File: src/rtl/slot_enable_pkg.sv
package slot_enable_pkg;
  typedef struct packed {
    logic clear;
    logic advance;
    logic blockEnd;
  } slot_strobe_t;
endpackage

File: src/rtl/slot_window_decode.sv
module slot_window_decode #(
  parameter int BLK_SIZE = 16,
  parameter int WIN_BLKS = 2,
  parameter int BLK_W    = 3,
  parameter int OFF_W    = 4,
  localparam int MASK_W  = BLK_SIZE * WIN_BLKS
) (
  input  logic [BLK_W-1:0]          curBlk,
  input  logic [OFF_W-1:0]          curOff,
  input  logic [MASK_W-1:0]         enMask,
  input  logic [WIN_BLKS*BLK_W-1:0] blkSel,
  output logic                      active
);
  always_comb begin
    logic hit;
    hit    = 1'b0;
    active = 1'b0;
    // lower window wins when two selects name the same block
    for (int w = 0; w < WIN_BLKS; w++) begin
      if (!hit && blkSel[w*BLK_W +: BLK_W] == curBlk) begin
        hit    = 1'b1;
        active = enMask[w*BLK_SIZE + int'(curOff)];
      end
    end
  end
endmodule

File: src/rtl/slot_ctrl.sv
module slot_ctrl
  import slot_enable_pkg::*;
(
  input  logic         frameSync,
  input  logic         wordStrobe,
  input  logic         offAtEnd,
  output slot_strobe_t strobes
);
  always_comb begin
    strobes.clear    = frameSync;
    strobes.advance  = wordStrobe && !frameSync;
    strobes.blockEnd = wordStrobe && offAtEnd;
  end
endmodule

File: src/rtl/slot_dp.sv
module slot_dp
  import slot_enable_pkg::*;
#(
  parameter int NUM_CH   = 128,
  parameter int BLK_SIZE = 16,
  parameter int WIN_BLKS = 2,
  localparam int IDX_W   = $clog2(NUM_CH),
  localparam int OFF_W   = $clog2(BLK_SIZE),
  localparam int BLK_W   = IDX_W - OFF_W,
  localparam int MASK_W  = BLK_SIZE * WIN_BLKS,
  localparam int SEL_W   = WIN_BLKS * BLK_W
) (
  input  logic              clk,
  input  logic              rstN,
  input  slot_strobe_t      strobes,
  input  logic [MASK_W-1:0] rxMask,
  input  logic [MASK_W-1:0] txMask,
  input  logic [SEL_W-1:0]  rxBlkSel,
  input  logic [SEL_W-1:0]  txBlkSel,
  output logic              offAtEnd,
  output logic [IDX_W-1:0]  slotIdx,
  output logic              rxSlotActive,
  output logic              txSlotActive,
  output logic              eobIrq,
  output logic [BLK_W-1:0]  eobBlk
);
  localparam logic [IDX_W-1:0] LAST_SLOT = IDX_W'(NUM_CH - 1);
  localparam logic [OFF_W-1:0] LAST_OFF  = OFF_W'(BLK_SIZE - 1);

  logic [BLK_W-1:0] curBlk;
  logic [OFF_W-1:0] curOff;

  assign curBlk   = slotIdx[IDX_W-1:OFF_W];
  assign curOff   = slotIdx[OFF_W-1:0];
  assign offAtEnd = (curOff == LAST_OFF);

  always_ff @(posedge clk) begin
    if (!rstN) begin
      slotIdx <= '0;
      eobIrq  <= 1'b0;
      eobBlk  <= '0;
    end else begin
      if (strobes.clear)
        slotIdx <= '0;
      else if (strobes.advance)
        slotIdx <= (slotIdx == LAST_SLOT) ? '0 : slotIdx + 1'b1;
      eobIrq <= strobes.blockEnd;
      if (strobes.blockEnd)
        eobBlk <= curBlk;
    end
  end

  logic [1:0] dirActive;
  for (genvar d = 0; d < 2; d++) begin : g_dir
    slot_window_decode #(
      .BLK_SIZE(BLK_SIZE), .WIN_BLKS(WIN_BLKS), .BLK_W(BLK_W), .OFF_W(OFF_W)
    ) u_dec (
      .curBlk (curBlk),
      .curOff (curOff),
      .enMask ((d == 0) ? rxMask : txMask),
      .blkSel ((d == 0) ? rxBlkSel : txBlkSel),
      .active (dirActive[d])
    );
  end

  assign rxSlotActive = dirActive[0];
  assign txSlotActive = dirActive[1];
endmodule

File: src/rtl/slot_enable_ctrl.sv
module slot_enable_ctrl
  import slot_enable_pkg::*;
#(
  parameter int NUM_CH   = 128,
  parameter int BLK_SIZE = 16,
  parameter int WIN_BLKS = 2,
  localparam int IDX_W   = $clog2(NUM_CH),
  localparam int OFF_W   = $clog2(BLK_SIZE),
  localparam int BLK_W   = IDX_W - OFF_W,
  localparam int MASK_W  = BLK_SIZE * WIN_BLKS,
  localparam int SEL_W   = WIN_BLKS * BLK_W
) (
  input  logic              clk,
  input  logic              rstN,
  input  logic              frameSync,
  input  logic              wordStrobe,
  input  logic [MASK_W-1:0] rxMask,
  input  logic [MASK_W-1:0] txMask,
  input  logic [SEL_W-1:0]  rxBlkSel,
  input  logic [SEL_W-1:0]  txBlkSel,
  output logic [IDX_W-1:0]  slotIdx,
  output logic              rxSlotActive,
  output logic              txSlotActive,
  output logic              eobIrq,
  output logic [BLK_W-1:0]  eobBlk
);
  slot_strobe_t strobes;
  logic         offAtEnd;

  slot_ctrl u_ctrl (
    .frameSync (frameSync),
    .wordStrobe(wordStrobe),
    .offAtEnd  (offAtEnd),
    .strobes   (strobes)
  );

  slot_dp #(.NUM_CH(NUM_CH), .BLK_SIZE(BLK_SIZE), .WIN_BLKS(WIN_BLKS)) u_dp (
    .clk         (clk),
    .rstN        (rstN),
    .strobes     (strobes),
    .rxMask      (rxMask),
    .txMask      (txMask),
    .rxBlkSel    (rxBlkSel),
    .txBlkSel    (txBlkSel),
    .offAtEnd    (offAtEnd),
    .slotIdx     (slotIdx),
    .rxSlotActive(rxSlotActive),
    .txSlotActive(txSlotActive),
    .eobIrq      (eobIrq),
    .eobBlk      (eobBlk)
  );
endmodule

File: config.mk
export PLATFORM = sky130hd
export DESIGN_NAME = slot_enable_ctrl
export DESIGN_NICKNAME = d
export VERILOG_FILES = /design/src/rtl/slot_enable_pkg.sv /design/src/rtl/slot_window_decode.sv /design/src/rtl/slot_ctrl.sv /design/src/rtl/slot_dp.sv /design/src/rtl/slot_enable_ctrl.sv
export SDC_FILE = /design/constraint.sdc
export NUM_CORES = 1
export LEC_CHECK = 0
export ABC_AREA = 0
export CAP_MARGIN = 10
export CORE_UTILIZATION = 36
export DETAILED_ROUTE_END_ITERATION = 8
export HOLD_SLACK_MARGIN = 0.03
export PLACE_DENSITY_LB_ADDON = 0.05
export SKIP_CTS_REPAIR_TIMING = 1
export SLEW_MARGIN = 10
export SYNTH_ARGS = -nofsm -noshare
export SYNTH_HDL_FRONTEND = slang
export SYNTH_HIERARCHICAL = 1
export SYNTH_SLANG_ARGS = --single-unit
File: constraint.sdc
create_clock -name clk -period 3.5 [get_ports clk]
set_input_delay 0.7 -clock clk [delete_from_list [all_inputs] [get_ports clk]]
set_output_delay 0.7 -clock clk [all_outputs]
set_load 0.01 [all_outputs]
After elaboration in Yosys (flattened, before gate mapping)
Cells that the tools add are included.
{ "totals": {"register_bits": 11, "input_bits": 80, "out_inout_bits": 13} }
{ "classes": {"add_sub_neg": 2, "order_cmp": 2, "n_eq_ne": 6, "n_mux": 17, "n_bitwise": 1, "n_reduce_logical": 8} }
{ "ops": {"columns": ["cell", "count"], "rows": [
  ["== test 3 bit", 4],
  ["2-to-1 mux 1 bit", 12],
  ["binary-select mux 1 bit (select 5 bit)", 2],
  ["binary-select mux 1 bit (select 4 bit)", 2],
  ["adder 7 x 1 -> 7 bit, second input constant", 1],
  ["== test 7 bit, second input constant", 1],
  ["2-to-1 mux 7 bit", 1],
  ["adder 5 x 4 -> 6 bit, first input constant", 1],
  ["less-than comparator 4 x 6 -> 1 bit, second input constant", 1],
  ["less-than comparator 6 bit, second input constant", 1],
  ["== test 4 bit, second input constant", 1],
  ["logical AND 1 bit", 4],
  ["zero test 1 bit", 3],
  ["OR reduction 2 bit", 1],
  ["inverter 1 bit", 1]
]} }

Depth between registers and ports, before layout
{ "depth": {"word_depth": 5, "depth_mapped": 5} }

Cells and area by module
Netlist, hierarchy kept.
{ "modules_own_cells": {"columns": ["module", "instances", "cells_each", "area_per_inst_um2", "seq_area_each_um2"], "rows": [
  ["slot_window_decode", 2, 30, 366.6, 0.0],
  ["slot_dp", 1, 44, 439.2, 220.2],
  ["slot_ctrl", 1, 3, 27.5, 0.0]
]} }

Worst setup path after synthesis
Ideal clock, no wire load.
{ "synth_path": {"path_kind": "reg-to-output", "start": "reg u_dp.slotIdx[2]", "end": "out rxSlotActive", "arrival_ps": 1822, "required_time_ps": 2800, "path_slack_ps": 978, "path_stages_with_launch": 6, "n_path_buf": 1, "cell_sequence": "dfxtp_1 -> buf_6 -> mux4_1 -> mux4_2 -> clkinv_1 -> o211ai_2"} }
{ "synth_between": {"elab_chain_len": 5, "word_cells_on_any_way": 8, "classes_between": "add/sub (1); mux (7)"} }
{ "synth_lines": {"columns": ["item", "line_no", "text"], "rows": [
  ["start, declared", "slot_dp.sv:21", "output logic [IDX_W-1:0] slotIdx,"],
  ["start signal, assigned", "slot_dp.sv:46", "slotIdx <= (slotIdx == LAST_SLOT) ? '0 : slotIdx + 1'b1;"],
  ["adder 5 x 4 -> 6 bit", "slot_window_decode.sv:22", "active = enMask[w*BLK_SIZE + int'(curOff)];"],
  ["binary-select mux 1 bit (select 5 bit)", "slot_window_decode.sv:22", null],
  ["2-to-1 mux 1 bit (not written as such) (2 in series)", "slot_window_decode.sv:22", null],
  ["2-to-1 mux 1 bit (*)", "slot_window_decode.sv:20", "if (!hit && blkSel[w*BLK_W +: BLK_W] == curBlk) begin"],
  ["end, declared", "slot_enable_ctrl.sv:22", "output logic rxSlotActive,"]
]} }
Every way passes the cells marked *; elsewhere a longest branch is shown, timed or not. The select of a mux whose other input is x is not followed.

Worst setup path after layout
{ "layout_path": {"start": "in txMask[20]", "end": "out txSlotActive"} }
{ "layout_between": {"elab_chain_len": 4} }
{ "layout_lines": {"columns": ["item", "line_no", "text"], "rows": [
  ["start, declared", "slot_enable_ctrl.sv:18", "input logic [MASK_W-1:0] txMask,"],
  ["binary-select mux 1 bit (select 5 bit)", "slot_window_decode.sv:22", null],
  ["2-to-1 mux 1 bit (not written as such) (2 in series)", "slot_window_decode.sv:22", null],
  ["2-to-1 mux 1 bit", "slot_window_decode.sv:20", null],
  ["end, declared", "slot_enable_ctrl.sv:23", "output logic txSlotActive,"]
]} }
Every way passes these cells. The select of a mux whose other input is x is not followed.

==> flow_metrics.env <==
export IMPL_status="completed"
export IMPL_clkSinkCount=11
export IMPL_die_area_um2=3570
export IMPL_drc=0
export IMPL_placeableCoreArea_um2=3100
export IMPL_via_per_inst=5.26
export IMPL_num_antenna_cells=0
export IMPL_route_final_wire_length_um=3750
export IMPL_cp_start_kind="input pin"
export IMPL_timing_max_cap_violations=0
export IMPL_layout_drive_gt1_share_pct=7.88
export IMPL_pin_count=93
export IMPL_floorplan_die_width_um=59.7
export IMPL_dpl_instance_area_um2=2170
export IMPL_setup_viol=0
export IMPL_multi_input_comb_area_um2=932
export IMPL_rows=20
export IMPL_largest_net_degree_at_the_start_of_global_routing=17
export IMPL_cts_htree_levels=1
export IMPL_worst_clock_skew_on_the_final_layout_ns=0.00243
export IMPL_cp_startpoint="txMask[20]"
export IMPL_synth_sequential_area_ratio_pct=18.4
export IMPL_numPortBuffers=92
export IMPL_minimum_period_implied_by_the_final_worst_setup_slack_ns=3.40
export IMPL_critical_path_reg2reg_endpoint="u_dp/eobBlk[2]"
export IMPL_irDropWorstVdd_uv=82.9
export IMPL_route_vias_total=1298
export IMPL_cp_cell_sequence="clkdlybuf4s50_1 -> mux4_1 -> mux4_2 -> clkinv_1 -> o211ai_2 -> clkdlybuf4s50_1"
export IMPL_kind_of_capture_point_of_the_worst_setup_path="primary output"
export IMPL_final_seq_area_um2=220
export IMPL_clk_latency_ns=0.26
export IMPL_combinational_family_with_the_most_area_after_synthesis="multiplexers"
export IMPL_fmaxAchievable_ghz=0.294
export IMPL_summed_area_of_non_filler_cells_in_the_final_layout_um2=2200
export IMPL_yosys_most_used_dff="sky130_fd_sc_hd__dfxtp_1"
export IMPL_report_final_slew_viol_count=0
export IMPL_synth_xor_area_share_pct=11.7
export IMPL_initial_utilization_pct=38.7
export IMPL_slew_headroom_pct=57.2
export IMPL_endpoint="txSlotActive"
export IMPL_critical_path_required_ns=2.80
export IMPL_rsz0062_at_grt="false"
export IMPL_final_net_count=285
export IMPL_synthArstFlopShare_pct=0
export IMPL_reg2reg_from="u_dp/slotIdx[1]"
export IMPL_gp_congestion=0.787
export IMPL_detail_route_antenna_nets=0
export IMPL_arrival_time_at_the_worst_endpoint_ns=2.70
export IMPL_yosysWarnings=6
export IMPL_floorplan_die_height_um=59.7
export IMPL_dr_first_iter_drc_count=26
export IMPL_whs_ns=0.527
export IMPL_post_synth_mux_area_share_pct=40.0
export IMPL_synth_distinct_cells=31
export IMPL_setup_tns_ns=0
export IMPL_clockRootBuffer="sky130_fd_sc_hd__clkbuf_4"
export IMPL_tritoncts="yes"
export IMPL_worst_r2r_setup_slack_ns=1.59
export IMPL_first_global_vias=1314
export IMPL_tritoncts_num_buffers=3
export IMPL_syn_num_nets=188
export IMPL_synth_simple_gate_area_share_pct=16.6
export IMPL_n_fill_cell=271
export IMPL_synthCells=107
export IMPL_cp_slowest_stage_delay_ns=0.51
export IMPL_clock_tree_buffer_depth=2
export IMPL_slowest_stage="sky130_fd_sc_hd__mux4_1"
export IMPL_holdCritPathClass="reg2reg"
export IMPL_power_total_uw=344
export IMPL_post_synth_cell_area_avg_um2=11.2
export IMPL_post_synth_fa_ha_maj_area_fraction_pct=1.04
export IMPL_wire_length_of_the_first_global_routing_pass_um=5690
export IMPL_postSynthRegisterBits=11
export IMPL_report_final_hold_viol_count=0
export IMPL_timing_reg2reg_worst_path_depth=6
export IMPL_area_fraction_in_compound_gates_after_synthesis_pct=8.34
export IMPL_pwr_density_cell_nw_per_um2=156
export IMPL_period_share_pct=97.3
export IMPL_p_leak_nw=0.805
export IMPL_syn2layout_area_growth_pct=83.3
export IMPL_globalRouteOverflowTotal=0
export IMPL_synth_cell_area_um2=1200
export IMPL_worstSetupPathType="in2out"
export IMPL_dr_pass1_iters=4
export IMPL_grt_antenna_before_repair=0
export IMPL_cpMostUsedCell="sky130_fd_sc_hd__clkdlybuf4s50_1"
export IMPL_number_of_enable_flip_flop_cells_after_synthesis=0
export IMPL_wire_per_inst_um=15.2
export IMPL_slew_at_the_pin_with_the_worst_max_slew_slack_ns=0.641
export IMPL_globalRouteTotalUtil_pct=21.6
export IMPL_dp_final_hpwl_um=3190
export IMPL_clock_pin_transition_on_the_worst_setup_and_hold_timing_paths_ns=0.07
export IMPL_worstPathMaxFanout=1
stage by stage:
stage / util, % / setup WS [ns] / instances
after floorplan: - / 0.978 / 107
after global placement: 70.0 / 0.118 / 243
after detailed placement: 70.0 / 0.0805 / 243
after CTS: 70.9 / 0.0805 / 247
after global routing: 70.9 / 0.0283 / 247
final: 70.9 / 0.0954 / 247
cell usage after synthesis, drive strengths merged, types with 3 or more instances:
master | number | area, µm²
a2bb2oi | 4 | 35.0
dfxtp | 11 | 220
nand4 | 4 | 31.3
nand2 | 3 | 11.3
nor2 | 5 | 18.8
nor2b | 4 | 32.5
buf | 5 | 40.0
mux2i | 12 | 120
mux4 | 14 | 360
nand3 | 5 | 25.0
xor2 | 15 | 131
cells in the final DEF (no fill, tap or decap), types with 3 or more instances in the layout:
cell,n
sky130_fd_sc_hd__a2bb2oi_1,4
sky130_fd_sc_hd__nand3_1,5
sky130_fd_sc_hd__clkdlybuf4s50_1,92
sky130_fd_sc_hd__xor2_1,15
sky130_fd_sc_hd__buf_4,5
sky130_fd_sc_hd__nand4_1,3
sky130_fd_sc_hd__nor2_1,5
sky130_fd_sc_hd__dfxtp_1,11
sky130_fd_sc_hd__mux2i_1,12
sky130_fd_sc_hd__nor2b_1,3
sky130_fd_sc_hd__mux4_1,12
sky130_fd_sc_hd__nand2_1,3
sky130_fd_sc_hd__clkbuf_4,3
power by group:
part           total (mW)  switching [mW]  internal, mW
logic               0.130          0.0271         0.103
clock network      0.0856          0.0415        0.0441
registers           0.128         0.00260         0.126
layer usage:
layer  vias to the layer above  track usage (%)  wire length, µm
met3                         6             4.11              204
met4                         0             7.31               63
met5                         -                0                0
met2                        59             39.0             1950
met1                       614             25.5             1530
li1                        619                -                -
flip-flops by register name, indices dropped and copies added, names as in the netlist:
register,count
u_dp/eobBlk,3
u_dp/slotIdx,7
u_dp/eobIrq,1
critical path: cells and delay by family:
family	cells	cell delay, ns
multiplexers	2	0.97
buffers and inverters	3	0.95
AO/OA/AOI/OAI	1	0.08
layout make-up:
type | count | area share [%]
multi-input cells | 89 | 42.4
inverters | 2 | 0.341
well taps | 44 | 2.50
clock buffers | 4 | 1.19
repair buffers | 97 | 43.6
flip-flops and latches | 11 | 10.0
how the worst min path moves through the flow:
stage | from | to | slack [ns] | depth (start not counted)
final | u_dp/eobBlk[0] | u_dp/eobBlk[0] | 0.53 | 2
after detailed placement | u_dp/eobBlk[0] | u_dp/eobBlk[0] | 0.51 | 2
after global placement | u_dp/eobBlk[2] | u_dp/eobBlk[2] | 0.50 | 2
after global routing | u_dp/eobBlk[0] | u_dp/eobBlk[0] | 0.56 | 2
after floorplan | u_dp/eobBlk[0] | u_dp/eobBlk[0] | 0.54 | 2
after CTS | u_dp/eobBlk[0] | u_dp/eobBlk[0] | 0.53 | 2
cell families after synthesis:
logic type | Yosys count
and+or+nand+nor | 33
muxes | 26
xor gates and xnor gates | 16
AOI/OAI and AO/OA | 13
DFF | 11
buffers and inverters | 7
adders and majority gates | 1
No activity file was read; power rests on OpenSTA's default activity.
